File: config.mk
export PLATFORM = sky130hd
export DESIGN_NAME = wp_cmd_guard
export DESIGN_NICKNAME = d
export VERILOG_FILES = /design/src/rtl/wp_pkg.sv /design/src/rtl/wp_seq_matcher.sv /design/src/rtl/wp_page_window.sv /design/src/rtl/wp_cmd_guard.sv
export SDC_FILE = /design/constraint.sdc
export NUM_CORES = 1
export LEC_CHECK = 0
export CAP_MARGIN = 20
export CORE_MARGIN = 2
export CORE_UTILIZATION = 45
export DETAILED_ROUTE_END_ITERATION = 8
export DONT_BUFFER_PORTS = 1
export SLEW_MARGIN = 20
export SYNTH_ARGS = -nofsm -noshare
export SYNTH_HDL_FRONTEND = slang
export SYNTH_SLANG_ARGS = --single-unit
File: constraint.sdc
create_clock -name clk -period 1.7 [get_ports clk]
set_input_delay 0 -clock clk [delete_from_list [all_inputs] [get_ports clk]]
set_output_delay 0 -clock clk [all_outputs]
set_load 0.005 [all_outputs]
File: src/rtl/wp_pkg.sv
package wp_pkg;
  localparam int DATA_W = 8;

  localparam logic [DATA_W-1:0] K_LEAD   = 8'hAA;
  localparam logic [DATA_W-1:0] K_SECOND = 8'h55;
  localparam logic [DATA_W-1:0] K_UNLOCK = 8'hA0;
  localparam logic [DATA_W-1:0] K_ERASE  = 8'h80;
  localparam logic [DATA_W-1:0] K_CLEAR  = 8'h20;

  typedef enum logic [2:0] {
    M_IDLE = 3'd0,
    M_S1   = 3'd1,
    M_S2   = 3'd2,
    M_D3   = 3'd3,
    M_D4   = 3'd4,
    M_D5   = 3'd5
  } mstate_t;

  function automatic logic step_hit(input logic [31:0] addr, input logic [DATA_W-1:0] data,
                                    input logic [31:0] want_addr, input logic [DATA_W-1:0] want_data);
    return (addr == want_addr) && (data == want_data);
  endfunction
endpackage

File: src/rtl/wp_seq_matcher.sv
module wp_seq_matcher
  import wp_pkg::*;
#(
  parameter int ADDR_W = 13,
  parameter logic [ADDR_W-1:0] ADDR_HI = 13'h1555,
  parameter logic [ADDR_W-1:0] ADDR_LO = 13'h0AAA
) (
  input  logic              clk,
  input  logic              rst_n,
  input  logic              req,
  input  logic [ADDR_W-1:0] addr,
  input  logic [DATA_W-1:0] data,
  output logic              take,
  output logic              unlock_hit,
  output logic              disable_hit,
  output logic              idle
);
  mstate_t st_q, st_d;
  logic [31:0] a32, hi32, lo32;
  logic lead, second;

  assign a32    = 32'(addr);
  assign hi32   = 32'(ADDR_HI);
  assign lo32   = 32'(ADDR_LO);
  assign lead   = step_hit(a32, data, hi32, K_LEAD);
  assign second = step_hit(a32, data, lo32, K_SECOND);

  always_comb begin
    st_d        = st_q;
    take        = 1'b0;
    unlock_hit  = 1'b0;
    disable_hit = 1'b0;
    if (req) begin
      st_d = M_IDLE;
      unique case (st_q)
        M_IDLE: if (lead) begin st_d = M_S1; take = 1'b1; end
        M_S1: begin
          if (second)    begin st_d = M_S2; take = 1'b1; end
          else if (lead) begin st_d = M_S1; take = 1'b1; end
        end
        M_S2: begin
          if (step_hit(a32, data, hi32, K_UNLOCK)) begin take = 1'b1; unlock_hit = 1'b1; end
          else if (step_hit(a32, data, hi32, K_ERASE)) begin st_d = M_D3; take = 1'b1; end
          else if (lead) begin st_d = M_S1; take = 1'b1; end
        end
        M_D3: if (lead) begin st_d = M_D4; take = 1'b1; end
        M_D4: begin
          if (second)    begin st_d = M_D5; take = 1'b1; end
          else if (lead) begin st_d = M_S1; take = 1'b1; end
        end
        M_D5: begin
          if (step_hit(a32, data, hi32, K_CLEAR)) begin take = 1'b1; disable_hit = 1'b1; end
          else if (lead) begin st_d = M_S1; take = 1'b1; end
        end
        default: st_d = M_IDLE;
      endcase
    end
  end

  always_ff @(posedge clk) begin
    if (!rst_n) st_q <= M_IDLE;
    else        st_q <= st_d;
  end

  assign idle = (st_q == M_IDLE);

  // cycles without a write leave the matcher where it was
  a_r9_hold_without_write: assert property (@(posedge clk) disable iff (!rst_n)
    !req |=> $stable(st_q));
  // a completed sequence leaves the matcher idle
  a_r3_idle_after_hit: assert property (@(posedge clk) disable iff (!rst_n)
    (unlock_hit || disable_hit) |=> idle);
  a_r4_hit_is_taken: assert property (@(posedge clk) disable iff (!rst_n)
    (unlock_hit || disable_hit) |-> take);
endmodule

File: src/rtl/wp_page_window.sv
module wp_page_window #(
  parameter int PAGE_BYTES = 64,
  localparam int CNT_W = $clog2(PAGE_BYTES + 1)
) (
  input  logic clk,
  input  logic rst_n,
  input  logic open_req,
  input  logic load_end,
  input  logic data_wr,
  output logic win_open,
  output logic room,
  output logic lock_done
);
  logic             win_q;
  logic [CNT_W-1:0] cnt_q;

  assign room      = cnt_q < CNT_W'(PAGE_BYTES);
  assign lock_done = win_q & load_end;
  assign win_open  = win_q;

  always_ff @(posedge clk) begin
    if (!rst_n) begin
      win_q <= 1'b0;
      cnt_q <= '0;
    end else if (open_req) begin
      win_q <= 1'b1;
      cnt_q <= '0;
    end else if (lock_done) begin
      win_q <= 1'b0;
    end else if (win_q && data_wr && room) begin
      cnt_q <= cnt_q + 1'b1;
    end
  end

  // the byte count never exceeds a page
  a_r6_count_bound: assert property (@(posedge clk) disable iff (!rst_n)
    cnt_q <= CNT_W'(PAGE_BYTES));
  // a finished load closes the window
  a_r7_close_after_done: assert property (@(posedge clk) disable iff (!rst_n)
    lock_done && !open_req |=> !win_q);
endmodule

File: src/rtl/wp_cmd_guard.sv
module wp_cmd_guard
  import wp_pkg::*;
#(
  parameter int ADDR_W = 13,
  parameter int PAGE_BYTES = 64,
  parameter logic [ADDR_W-1:0] ADDR_HI = 13'h1555,
  parameter logic [ADDR_W-1:0] ADDR_LO = 13'h0AAA
) (
  input  logic              clk,
  input  logic              rst_n,
  input  logic              prot_init,
  input  logic              wr_valid,
  input  logic [ADDR_W-1:0] wr_addr,
  input  logic [DATA_W-1:0] wr_data,
  input  logic              load_end,
  output logic              wr_permit,
  output logic              prot_on,
  output logic              win_open,
  output logic              lock_done
);
  logic match_req, cmd_take, unlock_hit, disable_hit, m_idle;
  logic room, data_wr, prot_q;

  assign match_req = wr_valid & ~win_open;

  wp_seq_matcher #(.ADDR_W(ADDR_W), .ADDR_HI(ADDR_HI), .ADDR_LO(ADDR_LO)) u_match (
    .clk(clk), .rst_n(rst_n), .req(match_req), .addr(wr_addr), .data(wr_data),
    .take(cmd_take), .unlock_hit(unlock_hit), .disable_hit(disable_hit), .idle(m_idle)
  );

  assign data_wr = wr_valid & ~cmd_take;

  wp_page_window #(.PAGE_BYTES(PAGE_BYTES)) u_win (
    .clk(clk), .rst_n(rst_n), .open_req(unlock_hit), .load_end(load_end),
    .data_wr(data_wr), .win_open(win_open), .room(room), .lock_done(lock_done)
  );

  always_ff @(posedge clk) begin
    if (!rst_n)           prot_q <= prot_init;
    else if (unlock_hit)  prot_q <= 1'b1;
    else if (disable_hit) prot_q <= 1'b0;
  end

  assign prot_on   = prot_q;
  assign wr_permit = data_wr & (~prot_q | (win_open & room));

  // unlock sets protection and opens the window
  a_r3_unlock_effect: assert property (@(posedge clk) disable iff (!rst_n)
    unlock_hit |=> prot_on && win_open);
  // disable clears protection
  a_r8_disable_effect: assert property (@(posedge clk) disable iff (!rst_n)
    disable_hit |=> !prot_on);
  // command steps never reach the array
  a_r4_cmd_blocked: assert property (@(posedge clk) disable iff (!rst_n)
    cmd_take |-> !wr_permit);
  // protected with no window means nothing is stored
  a_r5_locked_blocks: assert property (@(posedge clk) disable iff (!rst_n)
    prot_on && !win_open |-> !wr_permit);
  // closing a window leaves protection on
  a_r7_stay_locked: assert property (@(posedge clk) disable iff (!rst_n)
    lock_done |=> prot_on);
  // the matcher does not move while a window is open
  a_r6_window_no_match: assert property (@(posedge clk) disable iff (!rst_n)
    win_open |-> !cmd_take);
  // the matcher sits idle right after reset
  a_r1_idle_after_reset: assert property (@(posedge clk)
    !rst_n |=> m_idle && !win_open);
endmodule

==> results.py, run 1 <==
metrics = {
    "status": {
        "outcome": "finished, final reports clean",
    },
    "floorplanning": {
        "initial_core_util_pct": 46.74,
        "dieWidth_um": 48.68,
        "die_h_um": 48.68,
        "core_area_mm2": 0.001922,
        "num_rows": 16,
        "io_pins": 30,
        "die-area_mm2": 0.002370,
    },
    "critical_path": {
        "cp_max_fo": 8,
        "reg2reg_depth": 4,
        "arrival_ps": 1510,
        "start_kind": "register",
        "startpoint": "u_match.st_q[2]",
        "endpoint_kind": "register",
        "critPathKind": "register to register",
        "timing.rr.start": "u_match.st_q[2]",
        "timing.rr.end": "prot_on",
        "critPathCapture": "prot_on",
        "cp.required_ps": 1690,
        "reg2reg_slack_ps": 180,
    },
    "synth": {
        "ys_types": 43,
        "ys.flop_type": "dfxtp_1",
        "ys_ff_latch": 12,
        "seq_area_frac_synth_pct": 27.86,
        "synth.top_cell.area_share_pct": 24.51,
        "ys_warn_count": 0,
        "yosys-top-cells-area": "dfxtp_1, nand4_1, nand4b_1",
        "avgSynthCellArea_um2": 8.475,
        "synthTopCellsByCount": "dfxtp_1, nor2_1, nor3_1",
        "yosysMostFrequentCell": "dfxtp_1",
        "ys_async_sr_fraction_pct": 0,
        "yosys.area.top_type": "dfxtp_1",
        "synth_area_um2": 898.4,
        "syn_nets": 133,
        "syn_inst": 106,
        "synth_edf_count": 1,
    },
    "layout": {
        "regArea_um2": 250.2,
        "stdcell_count": 146,
        "insertedDiodeCount": 0,
        "final_util_pct": 54.62,
        "drive_above_1_share_pct": 12.61,
        "fin_nets": 147,
        "multi_input_area_um2": 625.6,
        "final.fill_count": 204,
        "syn_to_final_growth_pct": 16.85,
        "final_area_mm2": 0.001050,
    },
    "place": {
        "dpl_cell_area_um2": 973.4,
        "gp_congestion": 0.8522,
        "numPortBuffers": 0,
        "dp.cells": 137,
        "dp_hpwl_mm": 1.789,
    },
    "grt": {
        "grt_first_pass_wirelength_mm": 4.050,
        "overflow": 0,
        "grt_max_degree": 9,
        "antenna_found_initial": 0,
        "grtUsageTotal_pct": 21.29,
        "grt_pass1_vias": 903,
    },
    "run": {
        "maxCapViolations": 0,
    },
    "pwr": {
        "power.density_mw_per_mm2": 497.3,
        "swShare_pct": 22.00,
        "switchingPower_uw": 114.9,
        "peakVddDrop_mv": 0.4440,
        "power_leakage_uw": 0.0003598,
        "combPwrFrac_pct": 10.6,
        "p_clk_share_pct": 34.1,
        "p_seq_share_pct": 55.3,
        "p_int_uw": 407.2,
    },
    "detailed_routing": {
        "antenna_left": 0,
        "wl_mm": 2.265,
        "vias": 905,
        "first_pass_iters": 4,
        "wl_per_cell_um": 15.51,
        "drc": 0,
        "via_per_inst": 6.199,
        "drt_iter0_markers": 43,
    },
    "timing": {
        "skew_ps": 11.53,
        "max_slew_margin_pct": 73.72,
        "fin_crit_ps": 1521,
        "worstMarginPinSlew_ps": 390.5,
        "rsz0062_at_grt": "false",
        "setup_viol": 0,
        "slew_violations": 0,
        "fin_crit_sh_pct": 89.48,
        "holdWs_ps": 38.50,
        "max_freq_ghz": 0.6574,
        "report.final.hold_viol_count": 0,
        "setup_tns_ps": 0,
    },
    "clocking": {
        "cts_max_level": 1,
        "path_clk_slew_ps": 80,
        "clock_sinks": 12,
        "cts_root_buffer": "clkbuf_4",
        "cts_buffers": 3,
        "insertion_delay_ps": 270,
        "cts_tree": "done",
        "postCtsSetupBuffers": 0,
        "cts_max_path_buffers": 2,
        "cts_resized": 0,
    },
    "worst_hold_path": {
        "worstHoldPathType": "input port to register",
    },
}
==> repair_timing <==
item,in CTS,in global routing
hold endpoints to repair,7,0
hold buffers,5,0
setup endpoints to repair,0,0
==> per-layer routing <==
metal	track usage (%)	vias to the layer above	share of wire (%)
met4	2.857	0	0
met2	36.99	20	49
met3	5.556	0	4.7
li1	-	447	-
met1	27.08	438	46
met5	0	-	0
==> flip-flops by register name (all words and copies together), names as in the netlist <==
signal,cells
u_match.st_q,3
u_win.cnt_q,7
u_win.win_open,1
prot_on,1
==> kinds of logic after synthesis <==
group / after synthesis / synth area share (%)
xor+xnor: 6 / 5.850
compound gates: 17 / 14.76
flops: 12 / 27.86
buf+inv: 6 / 2.507
simple gates: 63 / 46.52
mux: 1 / 1.114
fa+ha+maj: 1 / 1.393
==> how the worst min path moves through the flow <==
stage          startpoint               to  depth (start not counted)
6_report       wr_addr[9]  u_match.st_q[1]                          4
3_3_place_gp     load_end        lock_done                          1
2_1_floorplan    load_end        lock_done                          1
3_5_place_dp     load_end        lock_done                          1
5_1_grt        wr_data[5]  u_match.st_q[1]                          3
4_1_cts        wr_addr[9]  u_match.st_q[1]                          4
==> cells in the final DEF, fill, tap and decap left out, drive strengths merged, types with 4 or more instances in the layout <==
master       Yosys  final
nor2             9      9
nor4             5      5
nand4b           4      4
dlygate4sd3      0      5
nand2            5      5
dfxtp           11     11
buf              0      7
nor3             7      7
clkbuf           3      4
xor2             4      4
nand4            6      6
a21oi            5      5
==> critical path, stage by stage (launching register included) <==
cell and delay (ps):
dfxtp_1 310, nand4bb_1 230, nor4_4 330, a31o_4 250, o21bai_2 130
==> power groups by stage <==
stage          Clock (µW)  Combinational [µW]  Sequential [µW]
2_1_floorplan           0                37.0              295
4_1_cts               188                54.8              289
6_report              178                55.4              289
5_1_grt               205                60.4              289
3_5_place_dp            0                43.5              295
3_3_place_gp            0                42.9              295
==> layout make-up <==
| cell class | count | share of cell area (%) |
|---|---|---|
| clock buffers | 4 | 2.503 |
| multi-input cells | 88 | 59.59 |
| inverters | 3 | 1.073 |
| repair buffers | 12 | 9.773 |
| flip-flops and latches | 12 | 23.84 |
| well taps | 27 | 3.218 |
==> metrics by stage <==
| stage | worst slack, ps | total power (µW) |
|---|---|---|
| floorplan | 11.28 | 331.8 |
| global placement | 167.9 | 338.1 |
| detailed placement | 136.7 | 338.8 |
| CTS | 169.8 | 531.5 |
| global route | 110.1 | 553.7 |
| finish | 178.9 | 522.1 |
(Power assumes the default switching activity.)
==> run 2: changes to the inputs <==
--- a/config.mk
+++ b/config.mk
@@ -5,11 +5,13 @@
 export SDC_FILE = /design/constraint.sdc
 export NUM_CORES = 1
 export LEC_CHECK = 0
+export ABC_AREA = 1
 export CAP_MARGIN = 20
 export CORE_MARGIN = 2
-export CORE_UTILIZATION = 45
+export CORE_UTILIZATION = 56
 export DETAILED_ROUTE_END_ITERATION = 8
 export DONT_BUFFER_PORTS = 1
+export PLACE_DENSITY = 0.74
 export SLEW_MARGIN = 20
 export SYNTH_ARGS = -nofsm -noshare
 export SYNTH_HDL_FRONTEND = slang
==> results.py, run 2 <==
metrics = {
    "status": {
        "outcome": "finished, final reports clean",
    },
    "pwr": {
        "power_leakage_uw": 0.0005392,
        "p_int_uw": 443.2,
        "power.density_mw_per_mm2": 490.2,
        "switchingPower_uw": 139.4,
        "p_total_uw": 582.7,
        "p_clk_share_pct": 38.8,
        "swShare_pct": 23.93,
        "p_seq_share_pct": 49.5,
        "combPwrFrac_pct": 11.6,
        "peakVddDrop_mv": 0.3087,
    },
    "layout": {
        "drive_above_1_share_pct": 12.69,
        "final_cell_mix": "nand2_1, inv_1, nor2_1",
        "top_register": "u_win.cnt_q",
        "multi_input_area_um2": 691.9,
        "final_util_pct": 66.67,
        "largest_reg_flops": 7,
        "final_common_cell": "nand2_1",
        "regArea_um2": 250.2,
        "top_regs": "u_win.cnt_q (7), u_match.st_q (3)",
        "fin_nets": 225,
        "final.fill_count": 175,
        "syn_to_final_growth_pct": 9.447,
        "insertedDiodeCount": 0,
    },
    "floorplanning": {
        "num_rows": 15,
        "io_pins": 30,
        "die-area_mm2": 0.002308,
        "die_h_um": 48.04,
        "dieWidth_um": 48.04,
        "core_area_mm2": 0.001783,
        "initial_core_util_pct": 60.91,
    },
    "synth": {
        "synth_edf_count": 1,
        "ys_ff_latch": 12,
        "avgSynthCellArea_um2": 5.716,
        "synth.top_cell.area_share_pct": 20.28,
        "syn_nets": 217,
        "yosys-top-cells-area": "dfxtp_1, nand2_1, inv_1",
        "yosys.area.top_type": "dfxtp_1",
        "synth_area_mm2": 0.001086,
        "ys_warn_count": 0,
        "ys_async_sr_fraction_pct": 0,
        "ys_types": 28,
        "seq_area_frac_synth_pct": 23.04,
        "syn_inst": 190,
        "ys.flop_type": "dfxtp_1",
        "synthTopCellsByCount": "nand2_1, inv_1, nor2_1",
        "yosysMostFrequentCell": "nand2_1",
    },
    "critical_path": {
        "start_kind": "register",
        "arrival_ps": 1440,
        "cp_max_fo": 8,
        "reg2reg_slack_ps": 230,
        "critPathKind": "register to register",
        "endpoint_kind": "register",
        "cp.required_ps": 1670,
    },
    "timing": {
        "setup_tns_ps": 0,
        "fin_crit_ps": 1473,
        "max_slew_margin_pct": 78.54,
        "report.final.hold_viol_count": 0,
        "max_freq_ghz": 0.6789,
        "slew_violations": 0,
        "rsz0062_at_grt": "false",
        "setup_viol": 0,
        "worstMarginPinSlew_ps": 320.1,
        "fin_crit_sh_pct": 86.64,
        "holdWs_ps": 90.59,
        "skew_ps": 4.052,
    },
    "place": {
        "dp_hpwl_mm": 1.903,
        "numPortBuffers": 0,
        "gp_congestion": 0.8236,
    },
    "detailed_routing": {
        "drc": 0,
        "drt_iter0_markers": 28,
        "antenna_left": 0,
        "vias": 1126,
        "wl_per_cell_um": 10.29,
        "via_per_inst": 5.072,
        "wl_mm": 2.285,
        "first_pass_iters": 4,
    },
    "clocking": {
        "cts_buffers": 3,
        "cts_tree": "done",
        "path_clk_slew_ps": 80,
        "cts_max_level": 1,
        "cts_max_path_buffers": 2,
        "clock_sinks": 12,
        "cts_resized": 0,
        "insertion_delay_ps": 270,
        "cts_root_buffer": "clkbuf_4",
    },
    "grt": {
        "grt_first_pass_wirelength_mm": 3.684,
        "overflow": 0,
        "grt_pass1_vias": 996,
        "antenna_found_initial": 0,
        "grtUsageTotal_pct": 22.86,
        "grt_max_degree": 9,
    },
    "run": {
        "maxCapViolations": 0,
    },
    "worst_hold_path": {
        "worstHoldPathType": "input port to primary output",
    },
}
==> run 2: cell types whose count changed after synthesis, moves of 8 or more <==
cell / before / now
inv_1: 3 / 35
nand2_1: 5 / 43
nand3_1: 3 / 21
nor2_1: 9 / 30
nor2_2: 0 / 8
==> run 2: worst paths after layout <==
kind / from / cells after the start / to
hold / removal: load_end / 2 / lock_done
setup reg to reg: u_match.st_q[2] / 5 / prot_on
setup / recovery: u_match.st_q[2] / 5 / prot_on
hold reg to reg: u_win.cnt_q[5] / 2 / u_win.cnt_q[5]
==> run 2: cell type report <==
type                            count  area share, %
Clock buffer                        4          3.053
Inverter                           37          11.68
Multi-Input combinational cell    140          58.21
Sequential cell                    12          21.05
Tap cell                           25          2.632
Timing Repair Buffer                4          3.368
==> run 2: timing repair <==
action                                 4_1_cts  5_1_grt
buffers inserted                             0        0
endpoints found under the hold margin       11        0
hold buffers                                 4        0
==> run 2: worst max-delay path: stages, from the launching register on <==
cell and delay [ps]:
dfxtp_1 380, nor3_2 340, nand3_2 150, nand2_4 130, inv_1 70, o21ai_0 100
==> run 2: logic make-up (layout without fill, tap and decap cells) <==
logic type                 after synthesis  after routing  synth area share, %
DFF                                     12             12                23.04
and+or+nand+nor                        121            121                52.30
AOI/OAI and AO/OA                       16             16                8.641
buffers and inverters                   38             45                13.25
xor gates and xnor gates                 2              2                1.613
adders and majority gates                1              1                1.152
==> run 2: power groups by stage <==
stage,logic [µW],clock network [µW],registers [µW]
finish,67.8,226,289
global route,78.9,247,289
CTS,68.0,237,289
detailed placement,58.7,0,295
global placement,56.4,0,295
floorplan,50.6,0,295
==> run 2: stage by stage <==
step	instance area [µm²]	setup slack, ps	instances
3_3_place_gp	1112	308.0	214
5_1_grt	1189	119.6	222
6_report	1189	227.1	222
3_5_place_dp	1112	243.6	214
4_1_cts	1189	230.3	222
2_1_floorplan	1086	333.4	190
==> run 2: metal layers <==
metal	share of wire [%]	GRT usage (%)	vias up
met5	0	0	-
met4	0.53	9.189	0
met1	46	26.41	503
met2	51	40.53	14
li1	-	-	607
met3	2.5	4.906	2
==> run 3: changes to the inputs <==
==> constraint.sdc (replaced) <==
create_clock -name clk -period 1.7 [get_ports clk]
set_input_delay 0 -clock clk [delete_from_list [all_inputs] [get_ports clk]]
set_output_delay 0 -clock clk [all_outputs]
set_load 0.1 [all_outputs]
==> results.py, run 3 (synthesis gave the netlist of run 2 again) <==
metrics = {
    "critical_path": {
        "endpoint_kind": "primary output",
        "start_kind": "register",
        "cpMostUsedCell": "nand3_1",
        "crit_chain": "inv_2 -> nand3_1 -> inv_1 -> nand3_1 -> nand3_1 -> nand2_1 -> nand2_1 -> a21oi_4 -> buf_12",
        "reg2reg_slack_ps": 220,
        "critical_path.max_stage_delay_ps": 360,
        "arrival_ps": 1560,
        "slowest_stage": "dfxtp_2",
        "cp_max_fo": 5,
        "critPathKind": "register to primary output",
        "cp.required_ps": 1700,
    },
    "clocking": {
        "cts_buffers": 3,
        "clock_sinks": 12,
        "path_clk_slew_ps": 70,
        "cts_root_buffer": "clkbuf_4",
        "insertion_delay_ps": 270,
        "cts_tree": "done",
        "cts_max_path_buffers": 2,
        "cts_max_level": 1,
    },
    "place": {
        "gp_congestion": 0.8286,
        "numPortBuffers": 0,
        "dpl_cell_area_mm2": 0.001167,
        "dp_hpwl_mm": 2.012,
        "place_ws_ps": 264.2,
    },
    "timing": {
        "holdWs_ps": 41.79,
        "slew_violations": 0,
        "setup_viol": 0,
        "max_slew_margin_pct": 71.02,
        "fin_crit_sh_pct": 91.81,
        "rsz0062_at_grt": "false",
        "setup_tns_ps": 0,
        "worstMarginPinSlew_ps": 433.2,
        "max_freq_ghz": 0.6407,
        "setup_ws_ps": 139.3,
        "skew_ps": 3.666,
        "report.final.hold_viol_count": 0,
        "fin_crit_ps": 1561,
    },
    "layout": {
        "final_common_cell": "nand2_1",
        "fin_nets": 229,
        "final_area_mm2": 0.001247,
        "multi_input_area_um2": 703.2,
        "final.fill_count": 172,
        "syn_to_final_growth_pct": 14.86,
        "drive_above_1_share_pct": 17.41,
        "top_regs": "u_win.cnt_q (7), u_match.st_q (3)",
        "insertedDiodeCount": 0,
        "largest_reg_flops": 7,
        "final_util_pct": 69.96,
        "top_register": "u_win.cnt_q",
        "final_cell_mix": "nand2_1, inv_1, nor2_1",
        "regArea_um2": 255.2,
    },
    "pwr": {
        "power_leakage_uw": 0.0005677,
        "peakVddDrop_mv": 0.7131,
        "power.density_mw_per_mm2": 497.7,
    },
    "grt": {
        "grt_pass1_vias": 1070,
        "grtUsageTotal_pct": 25.40,
        "grt_max_degree": 9,
        "antenna_found_initial": 0,
        "grt_first_pass_wirelength_mm": 4.084,
        "overflow": 0,
    },
    "run": {
        "maxCapViolations": 0,
    },
    "floorplanning": {
        "die-area_mm2": 0.002308,
        "die_h_um": 48.04,
        "dieWidth_um": 48.04,
        "num_rows": 15,
        "initial_core_util_pct": 60.91,
        "io_pins": 30,
        "core_area_mm2": 0.001783,
    },
    "detailed_routing": {
        "wl_mm": 2.464,
        "vias": 1155,
        "first_pass_iters": 4,
        "antenna_left": 0,
        "via_per_inst": 5.111,
        "wl_per_cell_um": 10.90,
        "drc": 0,
        "drt_iter0_markers": 26,
    },
    "status": {
        "outcome": "finished, final reports clean",
    },
    "worst_hold_path": {
        "worstHoldPathType": "input port to register",
    },
}
run 3: cell types whose count changed in the layout (fill, tap and decap cells not counted):
cell | before | now
a21oi_1 | 7 | 6
a21oi_4 | 0 | 1
buf_12 | 0 | 1
buf_4 | 0 | 3
dfxtp_1 | 11 | 7
dfxtp_2 | 0 | 4
inv_1 | 35 | 34
inv_2 | 2 | 3
run 3: stage by stage:
stage | std cells | total power, µW
final | 226 | 620.8
after global routing | 226 | 653.8
after CTS | 226 | 627.8
after detailed placement | 218 | 394.3
after global placement | 218 | 390.9
after floorplan | 190 | 373.8
run 3: critical path: cells and delay by family (launching register included):
kind | cells | cell delay, ps
buffers and inverters | 3 | 320
AND/OR/NAND/NOR | 5 | 460
AO/OA/AOI/OAI | 1 | 150
flip-flops | 1 | 360
run 3: repair_timing:
action | CTS | global route
endpoints found under the hold margin | 11 | 0
endpoints found under the setup margin | 0 | 1
hold buffers | 4 | 0
gates resized for setup | 0 | 4
buffers inserted | 0 | 0
run 3: final cells by class:
cell class / count / area share (%)
multi-input combinational: 140 / 56.37
timing repair buffer: 8 / 6.620
clock buffer: 4 / 2.909
inverter: 37 / 11.13
tap: 25 / 2.508
sequential: 12 / 20.46
run 3: path summary, 6_finish.rpt:
check / depth (start not counted) / start / endpoint
min: 4 / wr_valid / u_match.st_q[1]
max reg2reg: 5 / u_win.win_open / prot_on
max: 9 / u_match.st_q[1] / wr_permit
min reg2reg: 2 / u_win.cnt_q[5] / u_win.cnt_q[5]
run 3: metal layers:
layer / share of wire, % / wire [µm] / GRT usage (%) / vias to the layer above
met5: 0 / 0 / 0 / -
met4: 2.0 / 50 / 7.568 / 0
met3: 3.2 / 80 / 7.170 / 7
met2: 50 / 1235 / 46.67 / 23
met1: 45 / 1098 / 28.05 / 508
li1: - / - / - / 617
run 3: where the power goes:
group / leakage [µW] / total (µW) / internal (µW) / switching, µW
Sequential: 0.000100 / 288 / 287 / 1.39
Combinational: 0.000446 / 109 / 35.8 / 73.4
Clock: 0.0000210 / 223 / 130 / 93.1
Total: 0.000568 / 621 / 453 / 168
